$ cat src/rtl/ipi_pkg.sv
package ipi_pkg;

  typedef enum logic [2:0] {
    DT_FIXED  = 3'd0,
    DT_LOWEST = 3'd1,
    DT_SMGMT  = 3'd2,
    DT_NMASK  = 3'd4,
    DT_RESET  = 3'd5,
    DT_BOOT   = 3'd6
  } dtype_e;

  typedef enum logic [1:0] {
    SH_FIELD  = 2'd0,
    SH_SELF   = 2'd1,
    SH_ALL    = 2'd2,
    SH_OTHERS = 2'd3
  } short_e;

  localparam int CMD_W     = 64;
  localparam int VEC_LSB   = 0;
  localparam int TYPE_LSB  = 8;
  localparam int DMODE_BIT = 11;
  localparam int STAT_BIT  = 12;
  localparam int LEVEL_BIT = 14;
  localparam int SH_LSB    = 18;
  localparam int DEST_LSB  = 56;

  // bits software may hold; status and reserved bits are excluded
  localparam logic [CMD_W-1:0] KEEP_BITS = 64'hFF00_0000_000C_CFFF;

endpackage

$ cat src/rtl/ipi_cmd_check.sv
module ipi_cmd_check
  import ipi_pkg::*;
(
  input  logic [2:0] dtype,
  input  logic [7:0] vec,
  input  logic       level,
  output logic       legal
);
  logic type_ok;
  logic smgmt_ok;
  logic level_ok;

  always_comb begin
    type_ok  = (dtype != 3'd3) && (dtype != 3'd7);
    smgmt_ok = (dtype != DT_SMGMT) || (vec == 8'd0);
    level_ok = level || (dtype == DT_RESET);
    legal    = type_ok && smgmt_ok && level_ok;
  end

endmodule

$ cat src/rtl/ipi_target_resolve.sv
module ipi_target_resolve
  import ipi_pkg::*;
#(
  parameter int N_CORES = 4,
  parameter int IDW     = 2
) (
  input  logic [1:0]           shorthand,
  input  logic                 logical,
  input  logic [7:0]           dest,
  input  logic [IDW-1:0]       self_id,
  input  logic [8*N_CORES-1:0] core_lid,
  output logic [N_CORES-1:0]   targets
);
  logic [N_CORES-1:0] by_phys;
  logic [N_CORES-1:0] by_logic;
  logic [N_CORES-1:0] is_self;

  for (genvar gi = 0; gi < N_CORES; gi++) begin : g_core
    assign by_phys[gi]  = (dest == 8'(gi));
    assign by_logic[gi] = |(dest & core_lid[8*gi +: 8]);
    assign is_self[gi]  = (self_id == IDW'(gi));
  end

  always_comb begin
    unique case (shorthand)
      SH_FIELD:  targets = logical ? by_logic : by_phys;
      SH_SELF:   targets = is_self;
      SH_ALL:    targets = '1;
      default:   targets = ~is_self;
    endcase
  end

endmodule

$ cat src/rtl/ipi_lowprio_pick.sv
module ipi_lowprio_pick #(
  parameter int N_CORES = 4,
  parameter int PRIO_W  = 4
) (
  input  logic [N_CORES-1:0]        cand,
  input  logic [PRIO_W*N_CORES-1:0] prio,
  output logic [N_CORES-1:0]        chosen
);
  logic              found;
  logic [PRIO_W-1:0] best;

  always_comb begin
    found  = 1'b0;
    best   = '0;
    chosen = '0;
    for (int i = 0; i < N_CORES; i++) begin
      // strict compare keeps the lower index on equal values
      if (cand[i] && (!found || (prio[PRIO_W*i +: PRIO_W] < best))) begin
        found     = 1'b1;
        best      = prio[PRIO_W*i +: PRIO_W];
        chosen    = '0;
        chosen[i] = 1'b1;
      end
    end
  end

endmodule

$ cat src/rtl/ipi_dispatch.sv
module ipi_dispatch
  import ipi_pkg::*;
#(
  parameter int N_CORES = 4,
  parameter int PRIO_W  = 4,
  localparam int IDW    = (N_CORES > 1) ? $clog2(N_CORES) : 1
) (
  input  logic                        clk,
  input  logic                        rst_n,
  input  logic                        wr_en,
  input  logic [63:0]                 wr_data,
  output logic [63:0]                 rd_data,
  input  logic [IDW-1:0]              self_id,
  input  logic [8*N_CORES-1:0]        core_lid,
  input  logic [PRIO_W*N_CORES-1:0]   core_prio,
  output logic [N_CORES-1:0]          req_o,
  input  logic [N_CORES-1:0]          ack_i,
  output logic [7:0]                  vec_o,
  output logic [2:0]                  type_o,
  output logic                        pending_o,
  output logic                        error_o
);

  // reset synchroniser: asserts at once, releases on the clock
  logic [1:0] rsync_q;
  logic       rst_int_n;

  always_ff @(posedge clk or negedge rst_n) begin
    if (!rst_n) rsync_q <= 2'b00;
    else        rsync_q <= {rsync_q[0], 1'b1};
  end
  assign rst_int_n = rsync_q[1];

  // state
  logic [CMD_W-1:0]   cmd_q, cmd_d;
  logic [N_CORES-1:0] out_q, out_d;
  logic               err_q, err_d;
  logic               cmd_en;

  // decode of the incoming word
  logic               cmd_ok;
  logic [N_CORES-1:0] resolved;
  logic [N_CORES-1:0] lowest;
  logic [N_CORES-1:0] send_set;
  logic               busy;

  ipi_cmd_check u_check (
    .dtype (wr_data[TYPE_LSB +: 3]),
    .vec   (wr_data[VEC_LSB +: 8]),
    .level (wr_data[LEVEL_BIT]),
    .legal (cmd_ok)
  );

  ipi_target_resolve #(.N_CORES(N_CORES), .IDW(IDW)) u_resolve (
    .shorthand (wr_data[SH_LSB +: 2]),
    .logical   (wr_data[DMODE_BIT]),
    .dest      (wr_data[DEST_LSB +: 8]),
    .self_id   (self_id),
    .core_lid  (core_lid),
    .targets   (resolved)
  );

  ipi_lowprio_pick #(.N_CORES(N_CORES), .PRIO_W(PRIO_W)) u_pick (
    .cand   (resolved),
    .prio   (core_prio),
    .chosen (lowest)
  );

  assign busy     = |out_q;
  assign send_set = (wr_data[TYPE_LSB +: 3] == DT_LOWEST) ? lowest : resolved;

  always_comb begin
    cmd_d  = cmd_q;
    cmd_en = 1'b0;
    out_d  = out_q & ~ack_i;
    err_d  = err_q;
    if (wr_en) begin
      if (busy || !cmd_ok) begin
        err_d = 1'b1;
      end else begin
        cmd_en = 1'b1;
        cmd_d  = wr_data & KEEP_BITS;
        out_d  = send_set;
        if (send_set == '0) err_d = 1'b1;
      end
    end
  end

  always_ff @(posedge clk or negedge rst_int_n) begin
    if (!rst_int_n) begin
      cmd_q <= '0;
      out_q <= '0;
      err_q <= 1'b0;
    end else begin
      if (cmd_en) cmd_q <= cmd_d;
      out_q <= out_d;
      err_q <= err_d;
    end
  end

  // outputs
  always_comb begin
    rd_data           = cmd_q;
    rd_data[STAT_BIT] = busy;
  end
  assign req_o     = out_q;
  assign pending_o = busy;
  assign error_o   = err_q;
  assign type_o    = cmd_q[TYPE_LSB +: 3];
  assign vec_o     = (cmd_q[TYPE_LSB +: 3] == DT_NMASK) ? 8'd0 : cmd_q[VEC_LSB +: 8];

  // assertions
  p_ack_clears_r5: assert property (@(posedge clk) disable iff (!rst_int_n)
    (|(req_o & ack_i)) |=> ((req_o & $past(req_o & ack_i)) == '0));

  p_no_new_req_r7: assert property (@(posedge clk) disable iff (!rst_int_n)
    pending_o |=> ((req_o & ~$past(req_o)) == '0));

  p_busy_write_err_r8: assert property (@(posedge clk) disable iff (!rst_int_n)
    (wr_en && pending_o) |=> error_o);

  p_illegal_no_issue_r9: assert property (@(posedge clk) disable iff (!rst_int_n)
    (wr_en && !pending_o && !cmd_ok) |=> (!pending_o && error_o));

  p_lowprio_single_r6: assert property (@(posedge clk) disable iff (!rst_int_n)
    ($rose(pending_o) && (type_o == DT_LOWEST)) |-> ($countones(req_o) == 1));

  p_err_sticky_r11: assert property (@(posedge clk) disable iff (!rst_int_n)
    error_o |=> error_o);

endmodule

$ cat config.mk
export PLATFORM = sky130hd
export DESIGN_NAME = ipi_dispatch
export DESIGN_NICKNAME = d
export VERILOG_FILES = /design/src/rtl/ipi_pkg.sv /design/src/rtl/ipi_cmd_check.sv /design/src/rtl/ipi_target_resolve.sv /design/src/rtl/ipi_lowprio_pick.sv /design/src/rtl/ipi_dispatch.sv
export SDC_FILE = /design/constraint.sdc
export NUM_CORES = 1
export LEC_CHECK = 0
export BUFFER_PORTS_ARGS = -buffer_cell sky130_fd_sc_hd__buf_2
export CORE_MARGIN = 1
export CORE_UTILIZATION = 43
export DETAILED_ROUTE_END_ITERATION = 10
export PLACE_DENSITY = 0.88
export RECOVER_POWER = 50
export SYNTH_ARGS = -nofsm -noshare
export SYNTH_HDL_FRONTEND = slang
export SYNTH_SLANG_ARGS = --single-unit
$ cat constraint.sdc
create_clock -name clk -period 2.2 [get_ports clk]
set_input_delay 0.33 -clock clk [delete_from_list [all_inputs] [get_ports clk]]
set_output_delay 0.33 -clock clk [all_outputs]
set_load 0.005 [all_outputs]
==> qor.txt <==
Outcome - finished, violations left
Violated checks - negative setup slack
Fmax - 0.203 GHz
Die Area - 6060 µm²
Final Instance Area - 3620 µm²
Register share of total power - 0.339
NetSw - 0.00105 W
Switching share of total power - 0.377
Global-route wire length before repair - 11.5 mm
Required @ worst endpoint - 2.41 ns
Share of total power in the clock network - 0.161
Delay-heaviest family, CP - compound AO/OA/AOI/OAI gates
Commonest non-fill, non-tap cell in the layout - buf_2
Post-synthesis sequential area ratio - 0.314
Drt drc - 0
Final slew viol count - 0
Post-route antenna net violation count - 0
Min cycle time layout - 4.92 ns
Inserted Clock Buffers - 5
ANT cells - 0
Period utilization - 2.24
Worst skew pair latency - 0.28 ns
Initial antenna violation count - 0
Pin count of the biggest net entering global routing - 25
DR pass1 iterations - 5
Core Region - 5540 µm²
IO buf count - 122
VDD IR max - 0.500 mV
Endpoints failing hold - 0
Die width - 77.8 µm
Routed wire per std cell - 13.2 µm
Floorplan row count - 27
Grt total ovfl - 0
Final number of setup-violating endpoints - 5
CTS tree - done
Element type at the critical path end - register
Mean Syn Cell Area - 8.08 µm²
Initial Util - 0.446
Asr flop ratio synth - 1.00
Max Cap Violations - 0
Most frequent cells in the layout - buf_2, nand2_1, buf_4
Commonest register cell after synthesis - dfrtp_1
Routed WL - 7.24 mm
Pleak - 1.94 nW
Sink Count - 31
Seq cells post-synth - 31
Vias per cell - 5.01
Critical Path AT - 5.14 ns
Combinational fraction of design power - 0.500
Dpl hpwl - 5.61 mm
Final Power - 0.00279 W
Ys Warns - 0
Worst-case clock buffer depth - 2
Cells after synthesis - 306
Clock Tree Root - clkbuf_8
Initial DRC Count - 111
Worst Setup Path Type - primary input to register
Final Instance Count excl. Fillers - 550
CP max stage cell - o41ai_4
PwrDens - 770 nW/µm²
Clock Skew - 0.0112 ns
Dpl cells - 528
P_int - 0.00174 W
Sum of negative setup slack - -13.49 ns
Area grow syn2layout - 46.5%
RSZ-0062 raised after global routing - yes
Chip height - 77.8 µm
Critical Path Most Common Cell - o21a_1
Distinct cells, synth - 52
Vias - 2757
H-tree levels - 2
Crit-path max cell delay - 0.43 ns
RD Place Congestion - 0.853
Worst slew pin tran - 0.829 ns
CP bufs+invs - 1
IO Pins - 202
Tot GR Track Use - 0.237
Class of the worst hold path - register to asynchronous set/reset pin
Nets@finish - 607
Fraction of layout cells with a size suffix above 1 - 0.427
Number of global-route vias before repair - 2532
Startpoint Class - primary input
PnR worst setup slack - -2.72 ns
Slew HR - 0.448
Largest fanout on the critical path - 5
Number of flops mapped to enable cells by yosys - 0
Synth Cell Area - 2470 µm²
Area after DPL - 3310 µm²
CTS clk-pin slew, worst paths - 0.08 ns
synth_stat cells, drive strengths merged (2+ instances only):
| library cell | count | area share |
|---|---|---|
| conb | 2 | 0.0030 |
| a21oi | 14 | 0.031 |
| o21a | 6 | 0.018 |
| nand3 | 6 | 0.012 |
| nor2b | 13 | 0.033 |
| a221oi | 2 | 0.0071 |
| dfrtp | 31 | 0.31 |
| a22oi | 6 | 0.018 |
| o211ai | 2 | 0.0061 |
| mux2 | 4 | 0.018 |
| o31ai | 2 | 0.0061 |
| nor2 | 8 | 0.013 |
| and3 | 4 | 0.010 |
| clkbuf | 7 | 0.011 |
| nand2 | 82 | 0.12 |
| o22ai | 2 | 0.0076 |
| nor3b | 5 | 0.015 |
| nor4 | 3 | 0.014 |
| a22o | 6 | 0.021 |
| inv | 7 | 0.011 |
| o41ai | 2 | 0.015 |
| ha | 9 | 0.046 |
| a21o | 3 | 0.0091 |
| xnor2 | 2 | 0.0071 |
| nand4 | 2 | 0.0051 |
| nor3 | 5 | 0.010 |
| o21ai | 8 | 0.016 |
| a211oi | 3 | 0.0091 |
| buf | 46 | 0.14 |
| a211o | 2 | 0.0071 |
final cells by class:
| type | count | area (µm²) |
|---|---|---|
| clock buffers | 5 | 68.8 |
| clock inverters | 3 | 23.8 |
| fillers | 497 | 1920 |
| inverters | 8 | 30.0 |
| multi-input cells | 252 | 1570 |
| flip-flops and latches | 31 | 776 |
| well taps | 72 | 90.1 |
| repair buffers | 179 | 1070 |
sequential cells by signal, summed over array words and instances (netlist names):
name / count
error_o: 1
req_o: 4
rsync_q: 2
cmd_q: 24
layer usage:
metal  vias to the layer above  global-route usage  wire length [µm]  part of all wire
li1                       1323                   -                 -                 -
met4                         0              0.0566                97             0.013
met3                        12              0.0412               441             0.061
met2                       141               0.445              3860              0.53
met5                         -                   0                 0                 0
met1                      1281               0.275              2840              0.39
repair_timing:
item / in CTS / in global routing
hold endpoints to repair: 2 / 0
hold buffers: 1 / 0
pin swaps: 5 / 4
gates cloned: 0 / 0
resized for setup: 22 / 5
setup endpoints to repair: 5 / 5
buffers inserted: 9 / 4
power groups by stage:
stage | Combinational (W) | Clock [W] | Sequential [W]
after floorplan | 0.000717 | 0 | 0.000969
after global placement | 0.00126 | 0 | 0.000943
after detailed placement | 0.00130 | 0 | 0.000954
after CTS | 0.00138 | 0.000464 | 0.000947
after global routing | 0.00155 | 0.000490 | 0.000979
final | 0.00140 | 0.000450 | 0.000945
stage by stage:
step / setup WS, ns / hold WS, ns / utilization
after floorplan: -2.87 / 0.0344 / -
after global placement: -2.91 / 0.117 / 0.597
after detailed placement: -3.13 / 0.125 / 0.597
after CTS: -2.67 / 0.222 / 0.647
after global routing: -2.99 / 0.231 / 0.654
final: -2.72 / 0.229 / 0.654
worst paths after layout:
| kind | from | end | slack, ns | cells past startpoint |
|---|---|---|---|---|
| worst max-delay path | core_lid[0] | req_o[3]$_DFF_PN0_ | -2.72 | 26 |
| worst min-delay path | rsync_q[1]$_DFF_PN0_ | cmd_q[19]$_DFFE_PN0P_ | 0.23 | 0 |
| worst max register to register | req_o[0]$_DFF_PN0_ | cmd_q[14]$_DFFE_PN0P_ | 0.19 | 5 |
| worst min register to register | rsync_q[1]$_DFF_PN0_ | cmd_q[19]$_DFFE_PN0P_ | 0.23 | 0 |
| max in group asynchronous | rsync_q[1]$_DFF_PN0_ | cmd_q[8]$_DFFE_PN0P_ | 0.83 | 1 |
| min in group clk | wr_data[15] | cmd_q[15]$_DFFE_PN0P_ | 0.23 | 3 |
logic make-up (layout without fill, tap and decap cells):
kind of cell    Yosys count  count (layout)  share of synthesized area
compound gates           64              64                      0.200
xor+xnor                  2               2                    0.00708
fa+ha+maj                 9               9                     0.0455
buf+inv                  61             195                      0.161
flops                    31              31                      0.314
mux                       4               4                     0.0182
other cells               2              40                    0.00304
simple gates            133             133                      0.251
Power figures use the tool's default switching activity.
